<file path="config.mk">
export PLATFORM = sky130hd
export DESIGN_NAME = pmp_cfgfile
export DESIGN_NICKNAME = d
export VERILOG_FILES = /design/src/rtl/pmpcfg_pkg.sv /design/src/rtl/pmp_cfg_bank.sv /design/src/rtl/pmp_addr_bank.sv /design/src/rtl/pmp_sec_reg.sv /design/src/rtl/pmp_cfgfile.sv
export SDC_FILE = /design/constraint.sdc
export NUM_CORES = 1
export LEC_CHECK = 0
export ABC_AREA = 1
export BUFFER_PORTS_ARGS = -buffer_cell sky130_fd_sc_hd__buf_2
export CORE_MARGIN = 4
export CORE_UTILIZATION = 35
export DETAILED_ROUTE_END_ITERATION = 8
export PLACE_DENSITY = 0.58
export REMOVE_ABC_BUFFERS = 1
export SETUP_SLACK_MARGIN = 0.05
export SYNTH_ARGS = -nofsm -noshare
export SYNTH_HDL_FRONTEND = slang
export SYNTH_SLANG_ARGS = --single-unit
</file>
<file path="constraint.sdc">
create_clock -name clk -period 1.9 [get_ports clk]
set_input_delay 0.38 -clock clk [delete_from_list [all_inputs] [get_ports clk]]
set_output_delay 0.38 -clock clk [all_outputs]
set_load 0.05 [all_outputs]
</file>
<file path="src/rtl/pmpcfg_pkg.sv">
package pmpcfg_pkg;

  localparam int CFG_BYTE_W     = 8;
  localparam int BYTES_PER_WORD = 4;
  localparam int CFG_WORD_W     = CFG_BYTE_W * BYTES_PER_WORD;

  localparam logic [1:0] MODE_TOR = 2'd1;
  localparam logic [2:0] WX_ONLY  = 3'b110;

  typedef struct packed {
    logic       lock;
    logic [1:0] rsvd;
    logic [1:0] mode;
    logic       x;
    logic       w;
    logic       r;
  } ent_cfg_t;

  typedef struct packed {
    logic bypass;
    logic deny_dflt;
    logic lockdown;
  } sec_t;

  // entry is protected against rewrite (bypass overrides every lock)
  function automatic logic ent_locked(ent_cfg_t c, sec_t s);
    return c.lock && !s.bypass;
  endfunction

  // acceptance rule for a single configuration byte
  function automatic logic cfg_accept(ent_cfg_t cur, ent_cfg_t nw, sec_t s);
    logic ok;
    ok = 1'b0;
    if (s.bypass) begin
      ok = 1'b1;
    end else if (!s.lockdown) begin
      ok = !cur.lock;
    end else begin
      if (nw.lock && !nw.x) ok = 1'b1;
      if (!nw.lock && ({nw.x, nw.w, nw.r} != WX_ONLY)) ok = 1'b1;
    end
    return ok;
  endfunction

  // successor entry forbids rewriting the base address of its range
  function automatic logic tor_guard(ent_cfg_t nxt);
    return nxt.lock && (nxt.mode == MODE_TOR);
  endfunction

  // next value of the security register on a write
  function automatic sec_t sec_next(sec_t cur, sec_t wr, logic any_lock);
    sec_t n;
    n = wr;
    if (!cur.bypass && any_lock) n.bypass = 1'b0;
    n.lockdown  = wr.lockdown  | cur.lockdown;
    n.deny_dflt = wr.deny_dflt | cur.deny_dflt;
    return n;
  endfunction

endpackage

</file>
<file path="src/rtl/pmp_cfg_bank.sv">
module pmp_cfg_bank
  import pmpcfg_pkg::*;
#(
  parameter int N_ENT = 16,
  parameter int CW_IW = 3
) (
  input  logic                      clk,
  input  logic                      rst_n,
  input  logic                      we,
  input  logic [CW_IW-1:0]          widx,
  input  logic [CFG_WORD_W-1:0]     wdata,
  input  logic [CW_IW-1:0]          ridx,
  input  sec_t                      sec,
  output logic [CFG_WORD_W-1:0]     rdata,
  output ent_cfg_t [N_ENT-1:0]      cfg_q,
  output logic                      any_lock,
  output logic                      changed
);

  ent_cfg_t [N_ENT-1:0] nxt_cfg;
  logic     [N_ENT-1:0] commit;
  logic     [N_ENT-1:0] lock_bits;

  for (genvar i = 0; i < N_ENT; i++) begin : g_ent
    localparam int WORD = i / BYTES_PER_WORD;
    localparam int LANE = i % BYTES_PER_WORD;

    logic     hit;
    logic     ok;
    ent_cfg_t offered;

    assign offered      = ent_cfg_t'(wdata[LANE*CFG_BYTE_W +: CFG_BYTE_W]);
    assign hit          = we && (widx == CW_IW'(WORD));
    assign ok           = cfg_accept(cfg_q[i], offered, sec);
    assign nxt_cfg[i]   = offered;
    assign commit[i]    = hit && ok && (offered != cfg_q[i]);
    assign lock_bits[i] = cfg_q[i].lock;

    // a locked entry keeps its byte while no bypass or lockdown applies
    p_lock_hold_r3: assert property (@(posedge clk) disable iff (!rst_n)
      (cfg_q[i].lock && !sec.bypass && !sec.lockdown) |=> $stable(cfg_q[i]));

    // under lockdown an unlocked write-plus-execute byte never lands
    p_lockdown_wx_r12: assert property (@(posedge clk) disable iff (!rst_n)
      (hit && sec.lockdown && !sec.bypass && !offered.lock &&
       ({offered.x, offered.w, offered.r} == WX_ONLY)) |=> $stable(cfg_q[i]));
  end

  always_ff @(posedge clk or negedge rst_n) begin
    if (!rst_n) begin
      cfg_q <= '0;
    end else begin
      for (int j = 0; j < N_ENT; j++) begin
        if (commit[j]) cfg_q[j] <= nxt_cfg[j];
      end
    end
  end

  always_comb begin
    rdata = '0;
    for (int j = 0; j < N_ENT; j++) begin
      if (ridx == CW_IW'(j / BYTES_PER_WORD))
        rdata[(j % BYTES_PER_WORD)*CFG_BYTE_W +: CFG_BYTE_W] = cfg_q[j];
    end
  end

  assign any_lock = |lock_bits;
  assign changed  = |commit;

  // no write strobe means no change recorded
  p_cfg_idle_r9: assert property (@(posedge clk) disable iff (!rst_n)
    !we |=> $stable(cfg_q));

endmodule

</file>
<file path="src/rtl/pmp_addr_bank.sv">
module pmp_addr_bank
  import pmpcfg_pkg::*;
#(
  parameter int N_ENT  = 16,
  parameter int ADDR_W = 32,
  parameter int EN_IW  = 5
) (
  input  logic                          clk,
  input  logic                          rst_n,
  input  logic                          we,
  input  logic [EN_IW-1:0]              widx,
  input  logic [ADDR_W-1:0]             wdata,
  input  logic [EN_IW-1:0]              ridx,
  input  ent_cfg_t [N_ENT-1:0]          cfg,
  input  sec_t                          sec,
  output logic [ADDR_W-1:0]             rdata,
  output logic [N_ENT-1:0][ADDR_W-1:0]  addr_q,
  output logic                          changed
);

  logic [N_ENT-1:0] commit;

  for (genvar i = 0; i < N_ENT; i++) begin : g_ent
    logic hit;
    logic guard;
    logic ok;

    if (i + 1 < N_ENT) begin : g_succ
      assign guard = tor_guard(cfg[i+1]);

      // a locked top-of-range successor freezes this base address
      p_tor_guard_r6: assert property (@(posedge clk) disable iff (!rst_n)
        (cfg[i+1].lock && (cfg[i+1].mode == MODE_TOR)) |=> $stable(addr_q[i]));
    end else begin : g_last
      assign guard = 1'b0;
    end

    assign hit       = we && (widx == EN_IW'(i));
    assign ok        = !guard && !ent_locked(cfg[i], sec);
    assign commit[i] = hit && ok && (wdata != addr_q[i]);

    // the address of a locked entry stays put
    p_self_lock_r5: assert property (@(posedge clk) disable iff (!rst_n)
      (cfg[i].lock && !sec.bypass) |=> $stable(addr_q[i]));
  end

  always_ff @(posedge clk or negedge rst_n) begin
    if (!rst_n) begin
      addr_q <= '0;
    end else begin
      for (int j = 0; j < N_ENT; j++) begin
        if (commit[j]) addr_q[j] <= wdata;
      end
    end
  end

  always_comb begin
    rdata = '0;
    for (int j = 0; j < N_ENT; j++) begin
      if (ridx == EN_IW'(j)) rdata = addr_q[j];
    end
  end

  assign changed = |commit;

endmodule

</file>
<file path="src/rtl/pmp_sec_reg.sv">
module pmp_sec_reg
  import pmpcfg_pkg::*;
(
  input  logic clk,
  input  logic rst_n,
  input  logic we,
  input  sec_t wdata,
  input  logic any_lock,
  output sec_t sec_q,
  output logic changed
);

  sec_t nxt;

  assign nxt     = sec_next(sec_q, wdata, any_lock);
  assign changed = we && (nxt != sec_q);

  always_ff @(posedge clk or negedge rst_n) begin
    if (!rst_n)       sec_q <= '0;
    else if (changed) sec_q <= nxt;
  end

  // lockdown and default-deny never fall once set
  p_lockdown_sticky_r8: assert property (@(posedge clk) disable iff (!rst_n)
    sec_q.lockdown |=> sec_q.lockdown);
  p_deny_sticky_r8: assert property (@(posedge clk) disable iff (!rst_n)
    sec_q.deny_dflt |=> sec_q.deny_dflt);

  // bypass cannot be raised while some entry is locked
  p_bypass_block_r7: assert property (@(posedge clk) disable iff (!rst_n)
    (!sec_q.bypass && any_lock) |=> !sec_q.bypass);

endmodule

</file>
<file path="src/rtl/pmp_cfgfile.sv">
module pmp_cfgfile
  import pmpcfg_pkg::*;
#(
  parameter int N_ENT  = 16,
  parameter int ADDR_W = 32,
  localparam int CFG_WORDS = (N_ENT + BYTES_PER_WORD - 1) / BYTES_PER_WORD,
  localparam int CW_IW     = $clog2(CFG_WORDS) + 1,
  localparam int EN_IW     = $clog2(N_ENT) + 1
) (
  input  logic                      clk,
  input  logic                      rst_n,
  input  logic                      cfg_we,
  input  logic [CW_IW-1:0]          cfg_widx,
  input  logic [CFG_WORD_W-1:0]     cfg_wdata,
  input  logic [CW_IW-1:0]          cfg_ridx,
  output logic [CFG_WORD_W-1:0]     cfg_rdata,
  input  logic                      adr_we,
  input  logic [EN_IW-1:0]          adr_widx,
  input  logic [ADDR_W-1:0]         adr_wdata,
  input  logic [EN_IW-1:0]          adr_ridx,
  output logic [ADDR_W-1:0]         adr_rdata,
  input  logic                      sec_we,
  input  logic [2:0]                sec_wdata,
  output logic [2:0]                sec_rdata,
  output logic [N_ENT*8-1:0]        ent_cfg_o,
  output logic [N_ENT*ADDR_W-1:0]   ent_addr_o,
  output logic                      changed_o
);

  ent_cfg_t [N_ENT-1:0]             cfg_q;
  logic     [N_ENT-1:0][ADDR_W-1:0] addr_q;
  sec_t                             sec_q;
  logic                             any_lock;
  logic                             cfg_chg;
  logic                             adr_chg;
  logic                             sec_chg;

  pmp_cfg_bank #(.N_ENT(N_ENT), .CW_IW(CW_IW)) u_cfg (
    .clk      (clk),
    .rst_n    (rst_n),
    .we       (cfg_we),
    .widx     (cfg_widx),
    .wdata    (cfg_wdata),
    .ridx     (cfg_ridx),
    .sec      (sec_q),
    .rdata    (cfg_rdata),
    .cfg_q    (cfg_q),
    .any_lock (any_lock),
    .changed  (cfg_chg)
  );

  pmp_addr_bank #(.N_ENT(N_ENT), .ADDR_W(ADDR_W), .EN_IW(EN_IW)) u_addr (
    .clk     (clk),
    .rst_n   (rst_n),
    .we      (adr_we),
    .widx    (adr_widx),
    .wdata   (adr_wdata),
    .ridx    (adr_ridx),
    .cfg     (cfg_q),
    .sec     (sec_q),
    .rdata   (adr_rdata),
    .addr_q  (addr_q),
    .changed (adr_chg)
  );

  pmp_sec_reg u_sec (
    .clk      (clk),
    .rst_n    (rst_n),
    .we       (sec_we),
    .wdata    (sec_t'(sec_wdata)),
    .any_lock (any_lock),
    .sec_q    (sec_q),
    .changed  (sec_chg)
  );

  always_ff @(posedge clk or negedge rst_n) begin
    if (!rst_n) changed_o <= 1'b0;
    else        changed_o <= cfg_chg | adr_chg | sec_chg;
  end

  assign sec_rdata  = sec_q;
  assign ent_cfg_o  = cfg_q;
  assign ent_addr_o = addr_q;

  // with every strobe idle the change pulse stays low next cycle
  p_quiet_r9: assert property (@(posedge clk) disable iff (!rst_n)
    (!cfg_we && !adr_we && !sec_we) |=> !changed_o);

  // the pulse never lasts two cycles without a fresh strobe
  p_pulse_r9: assert property (@(posedge clk) disable iff (!rst_n)
    (changed_o && !cfg_we && !adr_we && !sec_we) |=> !changed_o);

endmodule

</file>
==> metrics.md <==
| Metric | Value |
|---|---|
| Outcome | complete, but fails checks |
| Failing checks | negative setup slack |
| Min-Delay Path Class | input pin to flop |
| Fin. Hold Viols | 0 |
| Mean Syn Cell Area | approximately 7.5 um^2 |
| Fmax | 0.350 GHz |
| WS Path Type | flop to output pin |
| Total CTS buffers | slightly above 80 |
| Yosys warning total | 0 |
| CTS tree | done |
| DR pass1 iterations | 6 |
| Vias in the first global route | roughly 43,000 |
| CTS clk-pin slew, worst paths | around 0.060 ns |
| I/O pin total | 796 |
| Clock Sinks | 644 |
| Slew Limit Fails | 0 |
| Crit-path cells | inv_1, nor2_1, nor2_1, nand4_1, nand2_1, nand4_1, nor3_2, nand4_1, buf_12 |
| Count of cell types in the netlist | 37 |
| Core area | ~110,000 um^2 |
| RSZ-0062 raised after global routing | yes |
| Critical Path Source Type | flop |
| Shortest period the worst path allows | roughly 2.9 ns |
| Crit path top cell by count | nand4_1 |
| Post-synth ARST share | 100% |
| Clk buf depth | 3 |
| Primary FF master, synth | dfrtp_1 |
| Synth Area in Compound Gates | between 10% and 20% |
| Static leakage | 31.6 nW |
| Xor-xnor portion of the synthesized cell area | 11.1% |
| Mapped Area | 38,100 um^2 |
| Die Wd | 338 um |
| Post-synth EDFFs | 0 |
| Vias/cell | approximately 5.5 |
| Pre-CTS WS | -1.08 ns |
| Initial Util | around 35% |
| Hpwl dp | 167,000 um |
| Slew @ Worst Pin | 0.726 ns |
| Slowest stage delay, CP | slightly below 0.4 ns |
| Worst-path fanout max | 2 |
| DRT iter0 DRCs | ~5,400 |
| Global-route wire length before repair | 305,000 um |
| # fillers | about 10,000 |
| Max VDD drop | between 0.7 and 0.8 mV |
| Slew margin rel. | between 50% and 60% |
| Share of cells above drive strength 1 | between 40 and 50% |
| # rows | 120 |
| Detail Route Antenna Nets | 0 |
| Drc violations | 0 |
| CTS root buf | clkbuf_16 |
| Power Density | 1120 nW/um^2 |
| Final nets | around 7,200 |
| Clock Skew | a little over 0.04 ns |
| Critical Path AT | between 2 and 2.5 ns |
| Final GP Congestion | a little under 1 |
| Buffers on Ports | approximately 800 |
| Critical Path End Type | output pin |
| Vias | 46,902 |
| Drt wl/cell | roughly 27 um |
| Largest family of logic cells by synthesized area | simple AND/OR/NAND/NOR gates |
| GRT Total Usage | a little under two fifths |
| Initial antenna violation count | 22 |
| Synthesis-to-finish area growth | 64.3% |
| Mux contribution to synthesized area | 0% |
| CP Data Required Time | approximately 1.5 ns |
| Cells after Synth | roughly 5,100 |
| CP max stage cell | dfrtp_1 |
| Fin crit share | 150% |
| DRT Wirelength | between 200,000 and 250,000 um |
| H-tree depth | 3 |
| Max Cap Violations | 0 |
| Post-Synth Simple-Gate Area | 28.6% |
| Adder-cell share of the synthesized area | 0% |
| Total Power | 0.0700 W |
| Seq/Total Area, Yosys | between 40 and 50% |
| Seq cells post-synth | between 600 and 700 |
| Worst Slack Setup Final | -0.957 ns |
| Hold_ws | around 0.055 ns |
| Die ar. | 114,000 um^2 |
| Largest net degree at the start of global routing | just under 60 |
| Clk Latency, worst-skew pair | roughly 0.68 ns |
| # setup viols final | between 600 and 700 |
| Die Height | about 340 um |
| Worst Path Buf+Inv | 2 |
| Global route overflow | 0 |
| Cell family with most CP delay | simple AND/OR/NAND/NOR gates |
path summary, 6_finish.rpt:
path                                                 from                             end  slack, ns  depth (start not counted)
min                                          sec_wdata[0]      u_sec.sec_q[0]$_DFFE_PN0P_       0.05                          3
min reg2reg                    u_sec.sec_q[1]$_DFFE_PN0P_      u_sec.sec_q[1]$_DFFE_PN0P_       0.51                          1
max                        u_addr.addr_q[122]$_DFFE_PN0P_                   adr_rdata[26]      -0.96                          9
max in group asynchronous                           rst_n  u_addr.addr_q[335]$_DFFE_PN0P_       0.80                          4
max reg2reg                u_addr.addr_q[255]$_DFFE_PN0P_             changed_o$_DFF_PN0_      -0.42                         13
min in group asynchronous                           rst_n   u_addr.addr_q[30]$_DFFE_PN0P_       0.19                          2
state kept, by name (all words and copies together) (netlist names):
signal and flops:
changed_o 1, u_addr.addr_q 512, u_cfg.cfg_q 128, u_sec.sec_q 3
metrics by stage:
| stage | instances | setup TNS [ns] | util, % | cell area (um^2) |
|---|---|---|---|---|
| after floorplan | 4724 | -422.53 | - | 36200 |
| after global placement | 8199 | -298.91 | 49.4 | 53200 |
| after detailed placement | 8199 | -304.16 | 49.4 | 53200 |
| after CTS | 8493 | -105.36 | 54.7 | 58900 |
| after global routing | 8573 | -137.83 | 58.1 | 62600 |
| final | 8582 | -101.71 | 58.2 | 62600 |
cell families (layout without fill, tap and decap cells):
family	after synthesis	count (layout)
compound gates	759	759
xor+xnor	482	482
buf+inv	644	2733
flops	644	644
other cells	0	11
simple gates	2550	2550
area by class of cell:
| type | instances | area, um^2 | area share (%) |
|---|---|---|---|
| Multi-Input combinational cell | 3791 | 22000 | 35.2 |
| Timing Repair Buffer | 2300 | 18800 | 30.1 |
| Sequential cell | 644 | 16100 | 25.8 |
| Clock buffer | 129 | 2520 | 4.03 |
| Tap cell | 1403 | 1760 | 2.80 |
| Inverter | 289 | 1110 | 1.78 |
| Clock inverter | 15 | 208 | 0.332 |
| Antenna cell | 11 | 27.5 | 0.0440 |
report_power, final:
group          switching [W]  internal [W]
logic                 0.0230        0.0118
clock network        0.00657       0.00972
registers            0.00251        0.0165
total                 0.0321        0.0380
synthesized netlist by cell type (2+ instances only):
library cell / number / area share [%]
or2_1: 8 / 0.13
a31oi_1: 7 / 0.11
and2_1: 2 / 0.033
or2_2: 87 / 1.4
buf_2: 116 / 1.5
o22ai_1: 8 / 0.13
nor2_2: 8 / 0.13
nor3_1: 81 / 1.1
buf_6: 33 / 0.98
clkbuf_1: 129 / 1.3
dfrtp_1: 644 / 42
nand3_1: 293 / 3.8
or2_0: 25 / 0.41
a21boi_2: 2 / 0.059
a21oi_1: 22 / 0.29
inv_1: 267 / 2.6
nor4_1: 8 / 0.13
o21ai_1: 16 / 0.21
a211oi_1: 4 / 0.079
clkbuf_2: 16 / 0.21
nor2_1: 314 / 3.1
buf_4: 52 / 1.0
nand2_1: 1525 / 15
xnor2_1: 342 / 7.9
nand4_1: 195 / 3.2
xor2_1: 140 / 3.2
inv_2: 21 / 0.21
buf_1: 9 / 0.089
o21ai_0: 697 / 9.2
worst reg2reg max path, cell delays in order (launching register included):
cell	delay, ns
dfrtp_1	0.41
buf_6	0.15
xnor2_4	0.17
nand2_4	0.11
nor3_4	0.17
buf_6	0.14
nand2_4	0.05
nor2_4	0.15
nand2_2	0.09
nand2_4	0.12
nand4_1	0.19
nor3_2	0.24
buf_4	0.15
nand2_2	0.04
routing by layer:
| layer | vias to the layer above | track usage [%] | routed length (um) |
|---|---|---|---|
| met5 | - | 0 | 55 |
| met4 | 8 | 22.5 | 18300 |
| met3 | 790 | 10.3 | 27800 |
| met2 | 3078 | 57.7 | 100000 |
| met1 | 22459 | 45.7 | 84400 |
| li1 | 20567 | - | - |
cells in the final DEF, fill, tap and decap left out, types with 8 or more instances in the layout:
cell type	n
nand2_1	1253
buf_4	1227
buf_2	747
dfrtp_1	635
o21ai_0	490
xnor2_1	302
inv_1	236
nand3_1	230
nor2_1	227
nand4_1	195
nand2_2	174
buf_12	153
xor2_1	140
clkbuf_16	117
o21ai_1	111
o21ai_2	110
buf_6	108
nand2_4	95
or2_2	83
nand3_2	58
nor3_1	58
nor2_4	48
nor2_2	48
inv_2	45
xnor2_2	36
or2_0	24
clkbuf_8	23
a21oi_1	21
clkbuf_1	21
buf_16	20
nor3_2	18
diode_2	11
or2_1	9
dfrtp_2	9
clkinv_2	8
buf_8	8
timing repair:
action / in CTS / in global routing
pin swaps: 150 / 239
buffers inserted: 129 / 64
cloned: 20 / 42
endpoints found under the hold margin: 237 / 0
hold buffers: 2 / 0
endpoints found under the setup margin: 869 / 1037
gates resized for setup: 439 / 835
(Power assumes the default switching activity.)
